<file path="src/rtl/skew_tap_pkg.sv">
package skew_tap_pkg;

  localparam int NUM_PAIRS_DEF  = 4;
  localparam int PHASE_BITS_DEF = 4;

  typedef enum logic [1:0] {
    MODE_SKEW = 2'd0,
    MODE_DIV2 = 2'd1,
    MODE_DIV4 = 2'd2,
    MODE_INV  = 2'd3
  } tapMode_e;

  // Strobes passed from control to datapath
  typedef struct packed {
    logic cycleEnd;   // last tick of a zero-skew cycle
    logic cycleStart; // first tick of a zero-skew cycle
  } ctrlStrobe_t;

  // Three-level digit: 00 low, 10 high, anything else mid
  function automatic logic [1:0] digitVal(input logic [1:0] d);
    case (d)
      2'b00:   digitVal = 2'd0;
      2'b10:   digitVal = 2'd2;
      default: digitVal = 2'd1;
    endcase
  endfunction

endpackage

</file>
<file path="src/rtl/skew_tap_ctrl.sv">
module skew_tap_ctrl
  import skew_tap_pkg::*;
#(
  parameter int PHASE_BITS = PHASE_BITS_DEF,
  localparam int TICK_BITS = PHASE_BITS + 2
) (
  input  logic                 clk,
  input  logic                 rst,
  output logic [TICK_BITS-1:0] tick,
  output ctrlStrobe_t          strobe
);

  logic [TICK_BITS-1:0] tickCnt;

  always_ff @(posedge clk) begin
    if (rst) tickCnt <= '0;
    else     tickCnt <= tickCnt + 1'b1;
  end

  assign tick              = tickCnt;
  assign strobe.cycleEnd   = &tickCnt[PHASE_BITS-1:0];
  assign strobe.cycleStart = ~|tickCnt[PHASE_BITS-1:0];

endmodule

</file>
<file path="src/rtl/skew_tap_dp.sv">
module skew_tap_dp
  import skew_tap_pkg::*;
#(
  parameter int NUM_PAIRS  = NUM_PAIRS_DEF,
  parameter int PHASE_BITS = PHASE_BITS_DEF,
  localparam int TICK_BITS = PHASE_BITS + 2
) (
  input  logic                   clk,
  input  logic                   rst,
  input  logic [TICK_BITS-1:0]   tick,
  input  ctrlStrobe_t            strobe,
  input  logic [4*NUM_PAIRS-1:0] pairCodes,
  output logic [4*NUM_PAIRS-1:0] activeCodes,
  output logic [2*NUM_PAIRS-1:0] clkOut
);

  localparam logic [TICK_BITS-1:0] HALF_TICKS = TICK_BITS'(1 << (PHASE_BITS - 1));
  localparam logic [3:0]           CODE_MID   = 4'b0101;

  for (genvar p = 0; p < NUM_PAIRS; p++) begin : g_pair
    logic [3:0]           activeCode;
    logic [3:0]           codeIdx;
    logic [1:0]           hiVal, loVal;
    logic [TICK_BITS-1:0] skewTicks;
    logic [TICK_BITS-1:0] phaseDiff;
    tapMode_e             mode;
    logic                 level, outReg;

    always_ff @(posedge clk) begin
      if (rst)                  activeCode <= CODE_MID;
      else if (strobe.cycleEnd) activeCode <= pairCodes[4*p +: 4];
    end

    always_comb begin
      hiVal     = digitVal(activeCode[3:2]);
      loVal     = digitVal(activeCode[1:0]);
      codeIdx   = {1'b0, hiVal, 1'b0} + {2'b00, hiVal} + {2'b00, loVal};
      mode      = MODE_SKEW;
      skewTicks = TICK_BITS'(codeIdx) - TICK_BITS'(4);
      if (p >= 2) begin
        skewTicks = skewTicks << 1;
        if (codeIdx == 4'd0) begin
          mode      = MODE_DIV2;
          skewTicks = '0;
        end else if (codeIdx == 4'd8) begin
          mode      = (p == 2) ? MODE_DIV4 : MODE_INV;
          skewTicks = '0;
        end
      end
      phaseDiff = tick - HALF_TICKS - skewTicks;
      case (mode)
        MODE_DIV2: level = ~phaseDiff[PHASE_BITS];
        MODE_DIV4: level = ~phaseDiff[PHASE_BITS+1];
        MODE_INV:  level =  phaseDiff[PHASE_BITS-1];
        default:   level = ~phaseDiff[PHASE_BITS-1];
      endcase
    end

    always_ff @(posedge clk) begin
      if (rst) outReg <= 1'b0;
      else     outReg <= level;
    end

    assign clkOut[2*p +: 2]      = {2{outReg}};
    assign activeCodes[4*p +: 4] = activeCode;
  end

endmodule

</file>
<file path="src/rtl/skew_tap_gen.sv">
module skew_tap_gen
  import skew_tap_pkg::*;
#(
  parameter int NUM_PAIRS  = NUM_PAIRS_DEF,
  parameter int PHASE_BITS = PHASE_BITS_DEF,
  localparam int TICK_BITS = PHASE_BITS + 2
) (
  input  logic                   clk,
  input  logic                   rst,
  input  logic [4*NUM_PAIRS-1:0] pairCodes,
  output logic [2*NUM_PAIRS-1:0] clkOut
);

  logic [TICK_BITS-1:0]   tickBus;
  ctrlStrobe_t            strobe;
  logic [4*NUM_PAIRS-1:0] activeCodes;

  skew_tap_ctrl #(.PHASE_BITS(PHASE_BITS)) u_ctrl (
    .clk    (clk),
    .rst    (rst),
    .tick   (tickBus),
    .strobe (strobe)
  );

  skew_tap_dp #(.NUM_PAIRS(NUM_PAIRS), .PHASE_BITS(PHASE_BITS)) u_dp (
    .clk         (clk),
    .rst         (rst),
    .tick        (tickBus),
    .strobe      (strobe),
    .pairCodes   (pairCodes),
    .activeCodes (activeCodes),
    .clkOut      (clkOut)
  );

endmodule

</file>
<file path="config.mk">
export PLATFORM = sky130hd
export DESIGN_NAME = skew_tap_gen
export DESIGN_NICKNAME = d
export VERILOG_FILES = /design/src/rtl/skew_tap_pkg.sv /design/src/rtl/skew_tap_ctrl.sv /design/src/rtl/skew_tap_dp.sv /design/src/rtl/skew_tap_gen.sv
export SDC_FILE = /design/constraint.sdc
export NUM_CORES = 1
export LEC_CHECK = 0
export ABC_AREA = 1
export CORE_MARGIN = 5
export CORE_UTILIZATION = 40
export DETAILED_ROUTE_END_ITERATION = 8
export DONT_BUFFER_PORTS = 1
export GPL_TIMING_DRIVEN = 0
export SYNTH_ARGS = -nofsm -noshare
export SYNTH_HDL_FRONTEND = slang
export SYNTH_SLANG_ARGS = --single-unit
</file>
<file path="constraint.sdc">
create_clock -name clk -period 4.7 [get_ports clk]
set_input_delay 0.235 -clock clk [delete_from_list [all_inputs] [get_ports clk]]
set_output_delay 0.235 -clock clk [all_outputs]
set_load 0.01 [all_outputs]
</file>
==> results.ini, run 1 <==
[floorplan]
die_h_um = 81.1
placementRows = 25
core_mm2 = 0.00482
io_pins = 26
die_x_um = 81.1
initial_core_util = 0.420
dieArea_mm2 = 0.00658

[timing]
rsz0062_at_grt = false
finalHoldViolCount = 0
period_share = 0.652
setup_viol = 0
fmax_ghz = 0.326
tightestPinTransition_ns = 0.412
fin_skew_ns = 0.00224
maxSlewViolCount = 0
finalSetupTns_ns = 0
period_needed_ns = 3.06
maxSlewHeadroom = 0.725

[drt]
drt_iter0_markers = 50
num_vias = 1519
avgRoutedWirePerCell_um = 11.5
drt_wl_total_mm = 3.83
ant_nets = 0
dr.pass1.iters = 4
drc = 0
via_per_inst = 4.55

[clocking]
cts_inserted_buffers = 3
clk_path_buf_depth = 2
path_clk_slew_ns = 0.10
cts.sinks = 26
clock_latency_ns = 0.28
cts_root_buffer = clkbuf_8
htreeDepth = 1
cts_tree = done
postCtsSetupRepairBufs = 0

[yosys]
yosysWarnings = 0
seq_area_frac_synth = 0.257
yosys.cell_types.count = 24
synth_cells = 261
synth_seq_cells = 26
syn-cell-area_mm2 = 0.00202
synth_fp_nets = 314
synth-async-reset-ratio = 0
synth-edff-count = 0
syn_area_per_cell_um2 = 7.76
ys.flop_type = dfxtp_1

[grt]
grt_pass1_vias = 1597
grt_max_degree = 16
grt_pass1_wl_mm = 6.91
grt_usage = 0.135
antenna_found_initial = 0
grt_remaining_overflow = 0

[layout]
fin_util = 0.457
layout_common_cells = 45 x inv_1, 37 x nand2_1, 27 x ha_1
final_common_cell = inv_1
n_antenna_cell = 0
nNetsFinal = 321
areaGrowthSynthToFinish_pct = 8.65
design_area_mm2 = 0.00220
drive_gt1_frac = 0.161
fill_cells = 518

[critical_path]
cp_max_fo = 4
cp-start-kind = flip-flop
cp_data_arrival_time_ns = 3.24
crit_path_top_delay_cell = fa_1
endpoint_kind = flip-flop
cp.required_ns = 4.88
crit_top_cell = nand2_1
worstPathCellList = inv_1 -> nand2_1 -> xor2_1 -> inv_1 -> ha_1 -> ha_1 -> fa_1 -> inv_1 -> ha_1 -> nand2_1 -> nand3_1 -> ha_1 -> a21oi_1 -> nand2_1 -> nand2_1 -> nand2_1 -> nand2_1 -> a21oi_1
cpPeakStageDelay_ns = 0.53
crit_buf_inv = 3
cpLargestDelayFamily = adder cells
critPathKind = flip-flop to flip-flop

[placement]
io_buffers = 0
place_hpwl_mm = 3.06
dpl_cell_area_mm2 = 0.00211
gp_congestion = 0.807

[hold_path]
hp-class = input port to flip-flop

[pwr]
seqPwrFrac = 0.502
internal_power_mw = 0.354
powerDensity_mw_per_mm2 = 208
clkPwrFrac = 0.421
switching_share = 0.226
p_sw_mw = 0.104
vdd_drop_max_v = 0.000139
p_leak_nw = 0.994
combinationalPowerShare = 0.077

[job]
cap_violations = 0

[run_status]
status = finished, final reports clean

-- cell usage after synthesis (3+ instances only) --
cell type  number  area [um2]
ha_1           27         338
inv_1          45         169
clkbuf_1        8        30.0
a21oi_2         8        70.1
nand3_1        14        70.1
nor2_1         20        75.1
dfxtp_1        26         521
buf_4           9        67.6
nand2_1        37         139
fa_1            8         160
xor2_1          4        35.0
nand2_2         5        31.3
inv_2           3        11.3
a21oi_1        12        60.1
o21ai_0        13        65.1
o21ai_2         7        61.3
xnor2_1         3        26.3
-- repair_timing --
item / CTS / global route
resized for setup: 0 / 0
hold endpoints to repair: 1 / 1
hold buffers: 1 / 1
-- metrics by stage --
step / hold slack [ns] / power [mW] / instances / setup slack [ns]
floorplan: 0.302 / 0.262 / 261 / 1.88
global placement: 0.304 / 0.269 / 328 / 1.68
detailed placement: 0.306 / 0.270 / 328 / 1.65
CTS: 0.00508 / 0.464 / 333 / 1.62
global route: 0.0473 / 0.478 / 334 / 1.30
finish: 0.0500 / 0.458 / 334 / 1.64
-- power groups by stage --
stage | registers (mW) | logic, mW | clock network, mW
floorplan | 0.234 | 0.0289 | 0
global placement | 0.235 | 0.0332 | 0
detailed placement | 0.236 | 0.0342 | 0
CTS | 0.230 | 0.0350 | 0.199
global route | 0.231 | 0.0402 | 0.207
finish | 0.230 | 0.0351 | 0.193
-- layout make-up --
type	count	area, um2	share of cell area
well taps	67	83.8	0.0381
inverters	48	180	0.0819
clock buffers	3	41.3	0.0188
multi-input cells	166	1190	0.543
clock inverters	1	30.0	0.0137
repair buffers	2	20.0	0.00910
flip-flops and latches	26	520	0.237
plain buffers	21	130	0.0592
-- routing by layer --
metal / wire length (um) / global-route usage / vias up
met4: 51 / 0.0405 / 0
met1: 1940 / 0.171 / 669
met3: 158 / 0.0255 / 4
li1: - / - / 821
met2: 1680 / 0.233 / 25
met5: 0 / 0 / -
-- sequential cells by signal (all words and copies together), names as in the netlist --
name / count
u_dp.g_pair.outReg: 4
u_dp.g_pair.activeCode: 16
u_ctrl.tick: 6
-- final timing paths --
check,start,endpoint,slack [ns],cells after the start
setup / recovery,u_dp.g_pair[2].activeCode[0],u_dp.g_pair[2].outReg,1.64,18
hold / removal,rst,u_dp.g_pair[0].activeCode[2],0.05,2
setup reg to reg,u_dp.g_pair[2].activeCode[0],u_dp.g_pair[2].outReg,1.64,18
hold reg to reg,u_dp.g_pair[1].activeCode[1],u_dp.g_pair[1].activeCode[1],0.46,2
-- cell families (layout without fill, tap and decap cells) --
kind of cell | Yosys count | count (layout) | share of synthesized area
DFF | 26 | 26 | 0.257
AOI/OAI and AO/OA | 44 | 44 | 0.142
xor gates and xnor gates | 7 | 7 | 0.0303
buffers and inverters | 69 | 75 | 0.153
adders and majority gates | 35 | 35 | 0.246
and+or+nand+nor | 80 | 80 | 0.172
(Power assumes the default switching activity.)
==> run 2: changes to the inputs <==
==> constraint.sdc (replaced) <==
create_clock -name clk -period 3.15 [get_ports clk]
set_input_delay 0.1575 -clock clk [delete_from_list [all_inputs] [get_ports clk]]
set_output_delay 0.1575 -clock clk [all_outputs]
set_load 0.01 [all_outputs]
==> run 2 against run 1 <==
Against the previous run:
- first-iteration DRC count increased by 48%
- clock power increased by 49%
- register-to-register slack got worse by 1.4 ns
- clock skew decreased by 0.00051 ns
- via count increased by 2.8%
- die area unchanged
- combinational power increased by 64%
- largest power group unchanged
- sequential power increased by 49%
- highest routed layer unchanged
- critical path type unchanged
- design area increased by 5.7%
- flip-flop and latch count unchanged
- maximum frequency increased by 3.8%
- hold slack got worse by 0.043 ns
==> results.ini, run 2 (synthesis results as in run 1) <==
[layout]
final_common_cell = inv_1
fin_cells = 340  ; +1.8%
largest-register = u_dp.g_pair.activeCode
largest_reg_flops = 16  ; unchanged
layout_common_cells = 43 x inv_1, 33 x nand2_1, 23 x ha_1, 23 x dfxtp_1, 20 x nor2_1
drive_gt1_frac = 0.227  ; +0.0661
n_antenna_cell = 0  ; unchanged
areaGrowthSynthToFinish_pct = 14.9
fill_cells = 500  ; -3.5%
nNetsFinal = 327  ; +1.9%

[pwr]
finalPower_mw = 0.688  ; +50%
p_sw_mw = 0.156  ; +51%
internal_power_mw = 0.532  ; +50%
seqPwrFrac = 0.499  ; -0.003
p_leak_nw = 1.02  ; +2.2%
powerDensity_mw_per_mm2 = 296  ; +42%
clkPwrFrac = 0.418  ; -0.003
vdd_drop_max_v = 0.000207  ; +49%
switching_share = 0.227  ; +0.000740
combinationalPowerShare = 0.083  ; +0.006

[floorplan]
io_pins = 26  ; unchanged
die_h_um = 81.1  ; unchanged
placementRows = 25  ; unchanged
core_mm2 = 0.00482  ; unchanged
dieArea_mm2 = 0.00658  ; unchanged
die_x_um = 81.1  ; unchanged
initial_core_util = 0.420  ; unchanged

[critical_path]
cpPeakStageDelay_ns = 0.55  ; +0.02 ns
critPathKind = flip-flop to flip-flop
cp_data_arrival_time_ns = 3.17  ; -0.07 ns
crit_top_cell = nand2_1
endpoint_kind = flip-flop
cp.required_ns = 3.37  ; -1.51 ns
worst_r2r_endpoint = u_dp.g_pair[2].outReg
worstRegToRegCells = 19  ; +1
crit_buf_inv = 4  ; +1
cpLargestDelayFamily = adder cells
crit-reg2reg-launch = u_dp.g_pair[2].activeCode[0]
r2r_slack_ns = 0.20  ; -1.44 ns
crit_path_top_delay_cell = fa_1
cp-startpoint = u_dp.g_pair[2].activeCode[0]
worstPathCellList = inv_2 -> nand2_2 -> xor2_1 -> inv_1 -> ha_1 -> ha_2 -> fa_1 -> inv_2 -> ha_4 -> nand3_4 -> ha_4 -> nand2_1 -> inv_1 -> nand2_2 -> nand2_2 -> nand2_1 -> nand2_1 -> nand2_1 -> a21oi_2
cp-start-kind = flip-flop
cp_max_fo = 3  ; -1

[timing]
post-route-worst-setup-slack_ns = 0.198  ; -1.44 ns
tightestPinTransition_ns = 0.412  ; +0.0000753 ns
maxSlewViolCount = 0  ; unchanged
period_share = 0.937  ; +0.285
period_needed_ns = 2.95  ; -0.113 ns
fin_skew_ns = 0.00173  ; -0.000510 ns
finalHoldViolCount = 0  ; unchanged
setup_viol = 0  ; unchanged
fmax_ghz = 0.339  ; +3.8%
maxSlewHeadroom = 0.725  ; about the same
rsz0062_at_grt = false
finalSetupTns_ns = 0  ; unchanged
worst_hold_slack_ns = 0.00678  ; -0.0432 ns

[job]
cap_violations = 0  ; unchanged

[hold_path]
hold_end = u_dp.g_pair[3].activeCode[0]
hold_depth = 2  ; unchanged
hp-start = pairCodes[12]
hp-class = input port to flip-flop

[grt]
grt_usage = 0.135  ; -0.000232
antenna_found_initial = 0  ; unchanged
grt_pass1_vias = 1588  ; -0.56%
grt_pass1_wl_mm = 6.90  ; -0.19%
grt_remaining_overflow = 0  ; unchanged
grt_max_degree = 16  ; unchanged

[clocking]
htreeDepth = 1  ; unchanged
clock_latency_ns = 0.28  ; about the same
cts_tree = done
path_clk_slew_ns = 0.10  ; about the same
clk_path_buf_depth = 2  ; unchanged
cts.sinks = 26  ; unchanged
cts_inserted_buffers = 3  ; unchanged
cts_root_buffer = clkbuf_8

[drt]
drt_iter0_markers = 74  ; +48%
ant_nets = 0  ; unchanged
via_per_inst = 4.59  ; +1.0%
drc = 0  ; unchanged
drt_wl_total_mm = 3.98  ; +4.1%
avgRoutedWirePerCell_um = 11.7  ; +2.3%
dr.pass1.iters = 4  ; unchanged
num_vias = 1562  ; +2.8%

[placement]
io_buffers = 0  ; unchanged
place_hpwl_mm = 3.06  ; unchanged
gp_congestion = 0.807  ; unchanged
placedCellCount = 328  ; unchanged
pre_cts_slack_ns = 0.0964  ; -1.55 ns

[run_status]
status = finished, final reports clean

==> run 2: power by group through the flow <==
stage	combinational, mW	sequential (mW)	clock, mW
floorplan	0.0431	0.349	0
global placement	0.0495	0.351	0
detailed placement	0.0510	0.351	0
CTS	0.0575	0.344	0.296
global route	0.0650	0.345	0.308
finish	0.0574	0.343	0.287
==> run 2: final cells by class <==
class	count	area, um2	share of cell area
Clock inverter	1	30.0	0.0129
Multi-Input combinational cell	166	1260	0.543
Sequential cell	26	524	0.225
Buffer	21	130	0.0559
Clock buffer	3	41.3	0.0178
Timing Repair Buffer	8	72.6	0.0312
Inverter	48	180	0.0775
Tap cell	67	83.8	0.0360
==> run 2: how the worst max path moves through the flow <==
| stage | endpoint | slack (ns) | cells after the start |
|---|---|---|---|
| global placement | u_dp.g_pair[2].outReg | 0.13 | 18 |
| detailed placement | u_dp.g_pair[2].outReg | 0.1 | 18 |
| floorplan | u_dp.g_pair[2].outReg | 0.33 | 17 |
| CTS | u_dp.g_pair[2].outReg | 0.07 | 18 |
| global route | u_dp.g_pair[2].outReg | 0.008 | 19 |
| finish | u_dp.g_pair[2].outReg | 0.20 | 19 |
==> run 2: timing repair <==
action                                  in CTS  in global routing
hold endpoints to repair                     7                  0
setup buffers                                0                  3
gates resized for setup                      0                 18
endpoints found under the setup margin       0                  1
hold buffers                                 5                  0
==> run 2: stage by stage <==
stage | area (um2) | utilization
after global placement | 2110 | 0.438
after CTS | 2230 | 0.463
after global routing | 2330 | 0.483
final | 2330 | 0.483
after floorplan | 2020 | -
after detailed placement | 2110 | 0.438
==> run 2: metal layers <==
layer | vias up | part of all wire | GRT usage
li1 | 833 | - | -
met1 | 700 | 0.49 | 0.170
met2 | 24 | 0.46 | 0.234
met3 | 5 | 0.043 | 0.0255
met4 | 0 | 0.013 | 0.0405
met5 | - | 0 | 0
==> run 3: changes to the inputs <==
--- a/config.mk
+++ b/config.mk
@@ -6,6 +6,7 @@
 export NUM_CORES = 1
 export LEC_CHECK = 0
 export ABC_AREA = 1
+export CORE_ASPECT_RATIO = 1.25
 export CORE_MARGIN = 5
 export CORE_UTILIZATION = 40
 export DETAILED_ROUTE_END_ITERATION = 8
==> run 3 against run 2 <==
Against the previous run:
- flip-flop and latch count unchanged
- final cell count decreased by 2.9%
- combinational power decreased by 4.7%
- largest cell class unchanged
- hold slack got worse by 0.0066 ns
- routed wire length decreased by 2.7%
- highest routed layer unchanged
- count of clock-buffer cells in the layout unchanged
- maximum frequency increased by 0.35%
- critical endpoint unchanged
==> results.ini, run 3 (synthesis results as in run 1) <==
[run_status]
status = finished, final reports clean

[drt]
via_per_inst = 4.73  ; +2.9%
num_vias = 1560  ; -0.13%
drt_iter0_markers = 15  ; -80%
avgRoutedWirePerCell_um = 11.7  ; +0.29%
ant_nets = 0  ; unchanged
dr.pass1.iters = 4  ; unchanged
drt_wl_total_mm = 3.88  ; -2.7%
drc = 0  ; unchanged

[clocking]
cts_tree = done
htreeDepth = 1  ; unchanged
cts_root_buffer = clkbuf_8
clk_path_buf_depth = 2  ; unchanged
clock_latency_ns = 0.28  ; about the same
cts.sinks = 26  ; unchanged
cts_inserted_buffers = 3  ; unchanged
path_clk_slew_ns = 0.10  ; about the same

[critical_path]
endpoint_kind = flip-flop
crit_path_top_delay_cell = fa_1
cp_data_arrival_time_ns = 3.11  ; -0.06 ns
critPathKind = flip-flop to flip-flop
worstRegToRegCells = 17  ; -2
cp_max_fo = 4  ; +1
cp-start-kind = flip-flop
crit_top_cell = nand2_1
cp.required_ns = 3.32  ; -0.05 ns
cpPeakStageDelay_ns = 0.57  ; +0.02 ns
worstPathCellList = inv_2 -> nand2_2 -> xor2_2 -> inv_1 -> ha_1 -> ha_2 -> fa_1 -> inv_2 -> ha_4 -> nand3_4 -> ha_4 -> a21oi_1 -> nand2_1 -> nand2_1 -> nand2_1 -> nand2_1 -> a21oi_2

[floorplan]
dieArea_mm2 = 0.00659  ; +0.14%
io_pins = 26  ; unchanged
initial_core_util = 0.404  ; -0.0160
die_h_um = 89.5  ; +10%
die_x_um = 73.6  ; -9.3%
core_mm2 = 0.00501  ; +3.9%
placementRows = 29  ; +16%

[layout]
layout_common_cells = 43 x inv_1, 35 x nand2_1, 23 x ha_1, 23 x dfxtp_1, 20 x nor2_1
fill_cells = 512  ; +2.4%
largest-register = u_dp.g_pair.activeCode
areaGrowthSynthToFinish_pct = 12.4
drive_gt1_frac = 0.213  ; -0.0144
nNetsFinal = 322  ; -1.5%
final_common_cell = inv_1
fin_cells = 330  ; -2.9%
n_antenna_cell = 0  ; unchanged
largest_reg_flops = 16  ; unchanged

[pwr]
powerDensity_mw_per_mm2 = 300  ; +1.5%
finalPower_mw = 0.684  ; -0.64%
vdd_drop_max_v = 0.000227  ; +10%
p_leak_nw = 0.996  ; -2.0%

[timing]
period_needed_ns = 2.94  ; -0.0103 ns
maxSlewViolCount = 0  ; unchanged
setup_viol = 0  ; unchanged
rsz0062_at_grt = false
maxSlewHeadroom = 0.694  ; -0.0309
post-route-worst-setup-slack_ns = 0.209  ; +0.0103 ns
period_share = 0.934  ; -0.00327
fmax_ghz = 0.340  ; +0.35%
finalSetupTns_ns = 0  ; unchanged
finalHoldViolCount = 0  ; unchanged
fin_skew_ns = 0.0111  ; +0.00935 ns
tightestPinTransition_ns = 0.458  ; +0.0462 ns

[placement]
pre_cts_slack_ns = 0.143  ; +0.0462 ns
io_buffers = 0  ; unchanged
placedCellCount = 323  ; -1.5%
place_hpwl_mm = 2.95  ; -3.5%
gp_congestion = 0.789  ; -2.2%

[grt]
grt_remaining_overflow = 0  ; unchanged
antenna_found_initial = 0  ; unchanged
grt_max_degree = 16  ; unchanged
grt_pass1_wl_mm = 6.82  ; -1.1%
grt_pass1_vias = 1570  ; -1.1%
grt_usage = 0.133  ; -0.00263

[hold_path]
hold_depth = 2  ; unchanged
hp-class = input port to flip-flop

[job]
cap_violations = 0  ; unchanged

run 3: changes by cell type in the layout (fill, tap and decap cells not counted):
cell,previous run,this run
nand2_2,9,7
xor2_1,4,3
nand2_1,33,35
a21oi_1,10,11
buf_4,12,9
a21oi_2,10,9
dlygate4sd3_1,5,3
xor2_2,0,1
run 3: layer usage:
| metal | vias to the layer above | global-route usage | wire length, um |
|---|---|---|---|
| li1 | 822 | - | - |
| met1 | 714 | 0.148 | 1690 |
| met2 | 20 | 0.246 | 1980 |
| met3 | 4 | 0.0315 | 163 |
| met4 | 0 | 0.0395 | 36 |
| met5 | - | 0 | 0 |
run 3: final cells by class:
class,count,area [um2],share of cell area
flip-flops and latches,26,524,0.230
multi-input cells,166,1260,0.555
clock inverters,1,30.0,0.0132
clock buffers,3,41.3,0.0181
inverters,48,180,0.0792
repair buffers,3,30.0,0.0132
well taps,62,77.6,0.0341
plain buffers,21,130,0.0572
run 3: worst max-delay path, delay by kind of cell (launching register included):
kind,cells,cell delay [ns]
AOI/OAI and AO/OA,2,0.22
buffers and inverters,3,0.20
xor gates and xnor gates,1,0.14
adders and majority gates,5,1.58
and+or+nand+nor,6,0.35
DFF,1,0.34
run 3: what timing repair did:
action	in CTS	in global routing
hold endpoints to repair	7	1
resized for setup	0	16
setup endpoints to repair	0	1
setup buffers	0	0
hold buffers	2	1
run 3: where the power goes:
| group | leakage, nW | switching (mW) | internal [mW] |
|---|---|---|---|
| combinational | 0.750 | 0.0296 | 0.0252 |
| clock | 0.0357 | 0.115 | 0.170 |
| sequential | 0.210 | 0.00919 | 0.334 |
run 3: path summary, 6_finish.rpt:
check,endpoint,start,slack (ns)
hold reg to reg,u_dp.g_pair[3].activeCode[3],u_dp.g_pair[3].activeCode[3],0.46
setup reg to reg,u_dp.g_pair[2].outReg,u_dp.g_pair[2].activeCode[0],0.21
hold / removal,u_dp.g_pair[0].activeCode[0],pairCodes[0],0.0002
setup / recovery,u_dp.g_pair[2].outReg,u_dp.g_pair[2].activeCode[0],0.21
run 3: through the flow:
stage | cell area (um2) | util | hold slack, ns
final | 2280 | 0.455 | 0.000184
after global routing | 2280 | 0.455 | 0.00292
after CTS | 2190 | 0.438 | 0.000816
after detailed placement | 2100 | 0.420 | 0.227
after global placement | 2100 | 0.420 | 0.226
after floorplan | 2020 | - | 0.224
